## config.mk

```make
export PLATFORM = sky130hd
export DESIGN_NAME = stream_burst_master
export DESIGN_NICKNAME = d
export VERILOG_FILES = /design/src/rtl/sbm_pkg.sv /design/src/rtl/sbm_count.sv /design/src/rtl/sbm_preempt.sv /design/src/rtl/stream_burst_master.sv
export SDC_FILE = /design/constraint.sdc
export NUM_CORES = 1
export LEC_CHECK = 0
export BUFFER_PORTS_ARGS = -buffer_cell sky130_fd_sc_hd__buf_2
export CORE_ASPECT_RATIO = 1.2
export CORE_MARGIN = 2
export CORE_UTILIZATION = 45
export CTS_CLUSTER_DIAMETER = 50
export DETAILED_ROUTE_END_ITERATION = 7
export PLACE_DENSITY = 0.64
export RECOVER_POWER = 25
export SLEW_MARGIN = 10
export SYNTH_ARGS = -nofsm -noshare
export SYNTH_HDL_FRONTEND = slang
export SYNTH_SLANG_ARGS = --single-unit
```

## constraint.sdc

```tcl
create_clock -name clk -period 8 [get_ports clk]
set_input_delay 1.6 -clock clk [delete_from_list [all_inputs] [get_ports clk]]
set_output_delay 1.6 -clock clk [all_outputs]
set_load 0.05 [all_outputs]
```

## src/rtl/sbm_pkg.sv

```systemverilog
package sbm_pkg;
   typedef enum logic [2:0] {
      ST_IDLE  = 3'd0,
      ST_ADDR  = 3'd1,
      ST_ADL   = 3'd2,
      ST_BASIC = 3'd3,
      ST_STRM  = 3'd4,
      ST_TAIL  = 3'd5
   } sbm_state_e;
endpackage

```

## src/rtl/sbm_count.sv

```systemverilog
module sbm_count #(
   parameter int unsigned AW      = 24,
   parameter int unsigned LW      = 16,
   parameter bit          WIDE_EN = 1'b1
) (
   input  logic          clk,
   input  logic          rst_n,
   input  logic          load,
   input  logic [AW-1:0] ld_addr,
   input  logic [LW-1:0] ld_len,
   input  logic          ld_wide,
   input  logic          ld_io,
   input  logic          take,
   output logic          rem_last,
   output logic [LW-1:0] bytes_done,
   output logic [AW-1:0] resume_addr
);
   localparam logic [LW-1:0] NARROW_B = LW'(2);
   localparam logic [LW-1:0] WIDE_B   = LW'(4);

   logic [LW-1:0] rem_q, moved_q, bpb_q, step;
   logic [AW-1:0] base_q;
   logic          io_q;

   assign step     = (rem_q < bpb_q) ? rem_q : bpb_q;
   assign rem_last = (rem_q <= bpb_q);

   always_ff @(posedge clk or negedge rst_n) begin
      if (!rst_n) begin
         rem_q   <= '0;
         moved_q <= '0;
         bpb_q   <= NARROW_B;
         base_q  <= '0;
         io_q    <= 1'b0;
      end else if (load) begin
         rem_q   <= ld_len;
         moved_q <= '0;
         bpb_q   <= (WIDE_EN && ld_wide) ? WIDE_B : NARROW_B;
         base_q  <= ld_addr;
         io_q    <= ld_io;
      end else if (take) begin
         rem_q   <= rem_q - step;
         moved_q <= moved_q + step;
      end
   end

   assign bytes_done  = moved_q;
   assign resume_addr = io_q ? base_q : base_q + AW'(moved_q);
endmodule

```

## src/rtl/sbm_preempt.sv

```systemverilog
module sbm_preempt #(
   parameter int unsigned PRE_LIM = 780
) (
   input  logic clk,
   input  logic rst_n,
   input  logic clr,
   input  logic run,
   input  logic preempt,
   output logic expired
);
   localparam int unsigned CW = $clog2(PRE_LIM + 2);

   logic          armed_q;
   logic [CW-1:0] cnt_q;

   always_ff @(posedge clk or negedge rst_n) begin
      if (!rst_n) begin
         armed_q <= 1'b0;
         cnt_q   <= '0;
      end else if (clr) begin
         armed_q <= 1'b0;
         cnt_q   <= '0;
      end else begin
         if (run && preempt) armed_q <= 1'b1;
         if (armed_q && cnt_q != CW'(PRE_LIM)) cnt_q <= cnt_q + 1'b1;
      end
   end

   assign expired = armed_q && (cnt_q == CW'(PRE_LIM));
endmodule

```

## src/rtl/stream_burst_master.sv

```systemverilog
module stream_burst_master
   import sbm_pkg::*;
#(
   parameter int unsigned AW      = 24,
   parameter int unsigned LW      = 16,
   parameter bit          WIDE_EN = 1'b1,
   parameter int unsigned PRE_LIM = 780
) (
   input  logic          clk,
   input  logic          rst_n,
   input  logic          start,
   input  logic [AW-1:0] start_addr,
   input  logic [LW-1:0] start_len,
   input  logic          start_wr,
   input  logic          start_wide,
   input  logic          start_io,
   input  logic          stall,
   input  logic          rdy_rtn,
   input  logic          sdr_in,
   input  logic          preempt,
   output logic          busy,
   output logic [AW-1:0] bus_addr,
   output logic          stat_wr_o,
   output logic          stat_rd_o,
   output logic          adl_o,
   output logic          cmd_o,
   output logic          strb_o,
   output logic          beat_take,
   output logic          beat_retry,
   output logic          done_o,
   output logic [LW-1:0] bytes_done,
   output logic [AW-1:0] resume_addr
);
   if (AW < 4) begin : g_bad_aw
      $error("stream_burst_master: AW must be at least 4");
   end
   if (LW < 3 || LW > AW) begin : g_bad_lw
      $error("stream_burst_master: LW must lie in 3..AW");
   end

   logic wide_eff;
   if (WIDE_EN) begin : g_wide
      assign wide_eff = start_wide;
   end else begin : g_narrow
      assign wide_eff = 1'b0;
   end

   sbm_state_e    state_q;
   logic [AW-1:0] addr_q;
   logic          wr_q, stat_q, adl_q, cmd_q, strb_q;
   logic          take_q, retry_q, done_q, started_q, slv_end_q;

   logic in_strm, hold_ph, first_fall, fall_ev, rise_ev, end_ev;
   logic counted, retry, last_edge, basic_take, take, rem_last, pre_exp;

   assign in_strm    = (state_q == ST_STRM);
   assign hold_ph    = stall & ~pre_exp;
   assign first_fall = (state_q == ST_ADL) & sdr_in & rdy_rtn & ~stall;
   assign fall_ev    = first_fall |
                       (in_strm & ~strb_q & ~hold_ph & ~slv_end_q & (started_q | rdy_rtn));
   assign rise_ev    = in_strm & strb_q & ~hold_ph;
   assign end_ev     = in_strm & ~strb_q & ~hold_ph & slv_end_q;
   assign counted    = fall_ev & rdy_rtn;
   assign retry      = fall_ev & ~rdy_rtn;
   assign last_edge  = fall_ev & (pre_exp | (counted & rem_last));
   assign basic_take = (state_q == ST_BASIC) & rdy_rtn;
   assign take       = counted | basic_take;

   sbm_count #(.AW(AW), .LW(LW), .WIDE_EN(WIDE_EN)) u_count (
      .clk        (clk),
      .rst_n      (rst_n),
      .load       ((state_q == ST_IDLE) & start),
      .ld_addr    (start_addr),
      .ld_len     (start_len),
      .ld_wide    (wide_eff),
      .ld_io      (start_io),
      .take       (take),
      .rem_last   (rem_last),
      .bytes_done (bytes_done),
      .resume_addr(resume_addr)
   );

   sbm_preempt #(.PRE_LIM(PRE_LIM)) u_preempt (
      .clk    (clk),
      .rst_n  (rst_n),
      .clr    (state_q == ST_IDLE),
      .run    (in_strm & started_q),
      .preempt(preempt),
      .expired(pre_exp)
   );

   always_ff @(posedge clk or negedge rst_n) begin
      if (!rst_n) begin
         state_q   <= ST_IDLE;
         addr_q    <= '0;
         wr_q      <= 1'b0;
         stat_q    <= 1'b0;
         adl_q     <= 1'b0;
         cmd_q     <= 1'b0;
         strb_q    <= 1'b0;
         take_q    <= 1'b0;
         retry_q   <= 1'b0;
         done_q    <= 1'b0;
         started_q <= 1'b0;
         slv_end_q <= 1'b0;
      end else begin
         take_q  <= take;
         retry_q <= retry;
         done_q  <= 1'b0;
         unique case (state_q)
            ST_IDLE: begin
               started_q <= 1'b0;
               slv_end_q <= 1'b0;
               if (start) begin
                  state_q <= ST_ADDR;
                  stat_q  <= 1'b1;
                  addr_q  <= start_addr;
                  wr_q    <= start_wr;
               end
            end
            ST_ADDR: begin
               state_q <= ST_ADL;
               adl_q   <= 1'b1;
            end
            ST_ADL: begin
               adl_q <= 1'b0;
               cmd_q <= 1'b1;
               if (sdr_in) begin
                  strb_q    <= first_fall;
                  started_q <= first_fall;
                  stat_q    <= ~last_edge;
                  state_q   <= last_edge ? ST_TAIL : ST_STRM;
               end else begin
                  stat_q  <= 1'b0;
                  state_q <= ST_BASIC;
               end
            end
            ST_BASIC: begin
               if (rdy_rtn) begin
                  cmd_q   <= 1'b0;
                  done_q  <= 1'b1;
                  state_q <= ST_IDLE;
               end
            end
            ST_STRM: begin
               if (counted) started_q <= 1'b1;
               if (!sdr_in && started_q) slv_end_q <= 1'b1;
               if (end_ev) begin
                  stat_q  <= 1'b0;
                  cmd_q   <= 1'b0;
                  done_q  <= 1'b1;
                  state_q <= ST_IDLE;
               end else if (last_edge) begin
                  strb_q  <= 1'b1;
                  stat_q  <= 1'b0;
                  state_q <= ST_TAIL;
               end else if (fall_ev) begin
                  strb_q <= 1'b1;
               end else if (rise_ev) begin
                  strb_q <= 1'b0;
               end
            end
            ST_TAIL: begin
               strb_q  <= 1'b0;
               cmd_q   <= 1'b0;
               done_q  <= 1'b1;
               state_q <= ST_IDLE;
            end
            default: state_q <= ST_IDLE;
         endcase
      end
   end

   assign busy       = (state_q != ST_IDLE);
   assign bus_addr   = addr_q;
   assign stat_wr_o  = stat_q & wr_q;
   assign stat_rd_o  = stat_q & ~wr_q;
   assign adl_o      = adl_q;
   assign cmd_o      = cmd_q;
   assign strb_o     = strb_q;
   assign beat_take  = take_q;
   assign beat_retry = retry_q;
   assign done_o     = done_q;
endmodule

```

==> results summary <==
The delay of the slowest critical-path stage came out at 3.13 ns. The net count reported at finish is 898. The via-per-instance ratio came out at 5.52. The critical setup path kind is input pin to async pin. Summing the areas of all xor and xnor instances in the mapped netlist gives 6.02% of the synthesized area. For this block, the initial DRC count from the detailed router was 271. The region available for standard cell placement spans 12,200 sq um. The slew of the pin with the lowest slew margin is 4.55 ns. The routed design could run at a clock period as short as 5.42 ns. The total negative setup slack came out at 0 ns. For this design, the slowest cell found on the critical path is sky130_fd_sc_hd__clkbuf_1. The via count of the first global-routing pass came to 5,091. Counting distinct cell types in the post-synthesis netlist gives 66. The combined global-route utilization of all metal layers came out at 22.8%.

The H-tree depth reported by CTS is 3. The worst setup path is captured at an async pin. The startpoint identified for the worst hold timing path is wr_q. The largest voltage drop on the vdd net is 0.000334 V. In the final layout, the multi-input gates occupy 3420 sq um.

Entering global routing, the biggest net connects 84 pins. The fraction of registers with async set or reset after synthesis is 100%. The Yosys step of the flow raised 0 warnings. Among cell families on the critical path, the largest total delay comes from buffers and inverters. The post-layout instance count excluding filler cells is 974. The worst reg-to-reg path cell count came out at 11.

The cell count after synthesis is 688. The total vias in the final route came out at 5,375. Along the worst hold path, the cell count comes to 2. The library cell occupying the most area in the post-synthesis netlist is sky130_fd_sc_hd__dfrtp_1.

The static leakage power came out at 3.30 nW. The run finished, with violations left. After detailed placement, the total cell area comes to 6430 sq um.

The worst setup slack after layout is 2.58 ns. The number of CTS-inserted buffers came out at 9. The flip-flop cell with the highest count after synthesis is sky130_fd_sc_hd__dfrtp_1. The post-cts repair resize count came out at 0. The clock tree skew after final layout came out at 0.0106 ns. The maximum clock path buffer count came out at 2. The effective utilization at floorplan is 46.4%.

The final number of hold-violating endpoints was 0. The routability-driven placement congestion ratio came out at 0.924. The CTS sink count came out at 83.

The detail route stage leaves a number of antenna-violating nets equal to 0. Summing the areas of all fa, ha and maj instances in the mapped netlist gives 9.22% of the synthesized area. The full die area came out at 13,500 sq um. The global-route wire length before repair came out at 24.7 mm. The critical path goes through clkbuf_1. The startpoint identified for the worst register-to-register timing path is u_count.rem_q[14]. The count of TritonRoute iterations in the first routing pass came out at 5. The tool flagged a number of max-cap violations equal to 2.

The combinational family with the most area after synthesis is simple AND/OR/NAND/NOR gates. Counting flops with a built-in enable in the synthesized netlist gives 0. The wire length reported by the detailed router is 15.0 mm. The worst register-to-register path ends at u_count.bytes_done[15].

Leaving out fill and tap cells, the most frequent cell in the layout is sky130_fd_sc_hd__nand2_1. The overflow left after global routing came out at 0. For hold timing, the worst endpoint is wr_q. The area growth from synthesis to layout is 18.4%. The HPWL after detailed placement is 11.1 mm.

The number of core rows came out at 44. Once layout is done, the placed cells without fillers occupy 6720 sq um. Static timing analysis puts the maximum clock frequency at 0.185 GHz. The cell area that synthesis handed to floorplanning was 5670 sq um. The y dimension of the die is 127 um. The total instance count after detailed placement came out at 958. Setup repair after global routing left no endpoint under its margin. The portion of synthesized area spent on multiplexers is 0.949%. Along the worst path, the maximum fanout reaches 83. The number of filler cells placed in the layout is 1,186.

The total power came out at 3.11 mW. The synthesized netlist devotes 20.6% of its cell area to compound gates. Pin placement for this block handled 123 I/O pins.

The share of synthesized cell area in and, or, nand and nor gates is 22.6%. The average detailed-routed wire length per instance came out at 15.4 um. The proportion of layout cells with a drive suffix above 1 came out at 18.0%. The library cells used most frequently in the layout, excluding fill and tap cells, are sky130_fd_sc_hd__nand2_1, sky130_fd_sc_hd__buf_2, sky130_fd_sc_hd__dfrtp_1. The worst setup slack after placement is 3.50 ns. The worst hold path belongs to the class flip-flop to flip-flop. For this run, design rule violations remaining after detail routing come to 0. The number of antenna violations at the first check in global routing is 1.

The post-synthesis sequential area ratio is 36.7%. The required time at the worst-slack endpoint is 7.38 ns. The count of buffering cells on the critical path with inverters included came out at 1. The final clock period utilization by the worst path came out at 67.7%.

The tree is rooted in a sky130_fd_sc_hd__clkbuf_16. TritonCTS built the clock tree. The worst slew slack as a fraction of its limit came out at -203%.

The port buffer count is 122. The final-report setup violation count came out at 0. The final reports fail on capacitance limit, slew limit. The count of state elements after synthesis came out at 83. By area the synthesized netlist is led by sky130_fd_sc_hd__dfrtp_1, sky130_fd_sc_hd__nand2_1, sky130_fd_sc_hd__ha_1. The sequential cells in the finished layout cover a total of 2080 sq um. Buffers added to address setup during post-CTS repair amount to 0. The clock-pin slew of the registers on the worst-case setup and hold paths is 0.06 ns. The repair_antennas step left the layout with diodes totalling 0. The total count of max-transition violations in the final report came out at 138. The insertion delay to the later sink of the worst-skew pair is 0.35 ns. The average footprint of a synthesized cell is 8.24 sq um.

The register-to-register path setup slack is 3.86 ns. The overall die width came out at 106 um. The hold buffer count at CTS came out at 0. The data arrival at the endpoint of the critical path is 4.80 ns. The top-area cell type share of the netlist area came out at 36.2%.

STA classifies the critical path startpoint as an input pin. The areal power density over the cells is 464 nW/um^2.
worst max path at each step:
stage	startpoint	endpoint	cells past startpoint
2_1_floorplan	u_count.bytes_done[0]	resume_addr[14]	9
3_3_place_gp	u_count.bytes_done[0]	resume_addr[16]	10
3_5_place_dp	u_count.bytes_done[0]	resume_addr[16]	10
4_1_cts	u_count.bytes_done[0]	resume_addr[16]	10
5_1_grt	rst_n	wr_q	1
6_report	rst_n	wr_q	1
metal layers:
layer | global-route usage (%) | share of wire [%] | up-vias
li1 | - | - | 2675
met1 | 28.6 | 43 | 2534
met2 | 39.3 | 49 | 142
met3 | 4.18 | 5.2 | 22
met4 | 8.48 | 2.2 | 2
met5 | 0 | 0.060 | -
layout make-up:
| class | count | area share [%] |
|---|---|---|
| clock buffers | 12 | 3.67 |
| clock inverters | 4 | 0.764 |
| inverters | 26 | 1.45 |
| multi-input cells | 563 | 50.9 |
| flip-flops and latches | 83 | 30.9 |
| well taps | 161 | 3.00 |
| repair buffers | 125 | 9.31 |
kinds of logic after synthesis:
group	Yosys count
XOR/XNOR	39
multiplexers	5
buffers and inverters	54
flip-flops	83
adder cells (fa/ha/maj)	40
AO/OA/AOI/OAI	185
AND/OR/NAND/NOR	281
other	1
cell usage after synthesis (9+ instances only):
master,n
sky130_fd_sc_hd__nand2_1,133
sky130_fd_sc_hd__dfrtp_1,82
sky130_fd_sc_hd__o21ai_0,64
sky130_fd_sc_hd__nor2_1,52
sky130_fd_sc_hd__a21oi_1,39
sky130_fd_sc_hd__ha_1,37
sky130_fd_sc_hd__inv_1,25
sky130_fd_sc_hd__nand3_1,23
sky130_fd_sc_hd__clkbuf_1,22
sky130_fd_sc_hd__xor2_1,20
sky130_fd_sc_hd__xnor2_1,19
sky130_fd_sc_hd__nor3_1,17
sky130_fd_sc_hd__a21o_1,10
sky130_fd_sc_hd__a211oi_1,9
per-stage QoR:
step	utilization, %	hold WS, ns
after floorplan	-	0.460
after global placement	52.6	0.473
after global routing	55.0	0.527
after detailed placement	52.6	0.491
after CTS	55.1	0.504
final	55.0	0.498
registers in the layout, indices dropped and copies added, names as in the netlist:
name	flops
bus_addr	24
u_count.bytes_done	16
u_count.rem_q	16
u_preempt.cnt_q	10
state_q	3
u_count.bpb_q	2
adl_o	1
beat_retry	1
beat_take	1
cmd_o	1
done_o	1
slv_end_q	1
started_q	1
stat_q	1
strb_o	1
u_count.io_q	1
u_preempt.armed_q	1
wr_q	1
power by group:
group	leakage (nW)	switching, mW	internal, mW
registers	1.05	0.207	0.576
clock network	0.143	0.174	0.251
logic	2.10	1.37	0.539
Note: power is estimated with default switching activity, not from simulation.
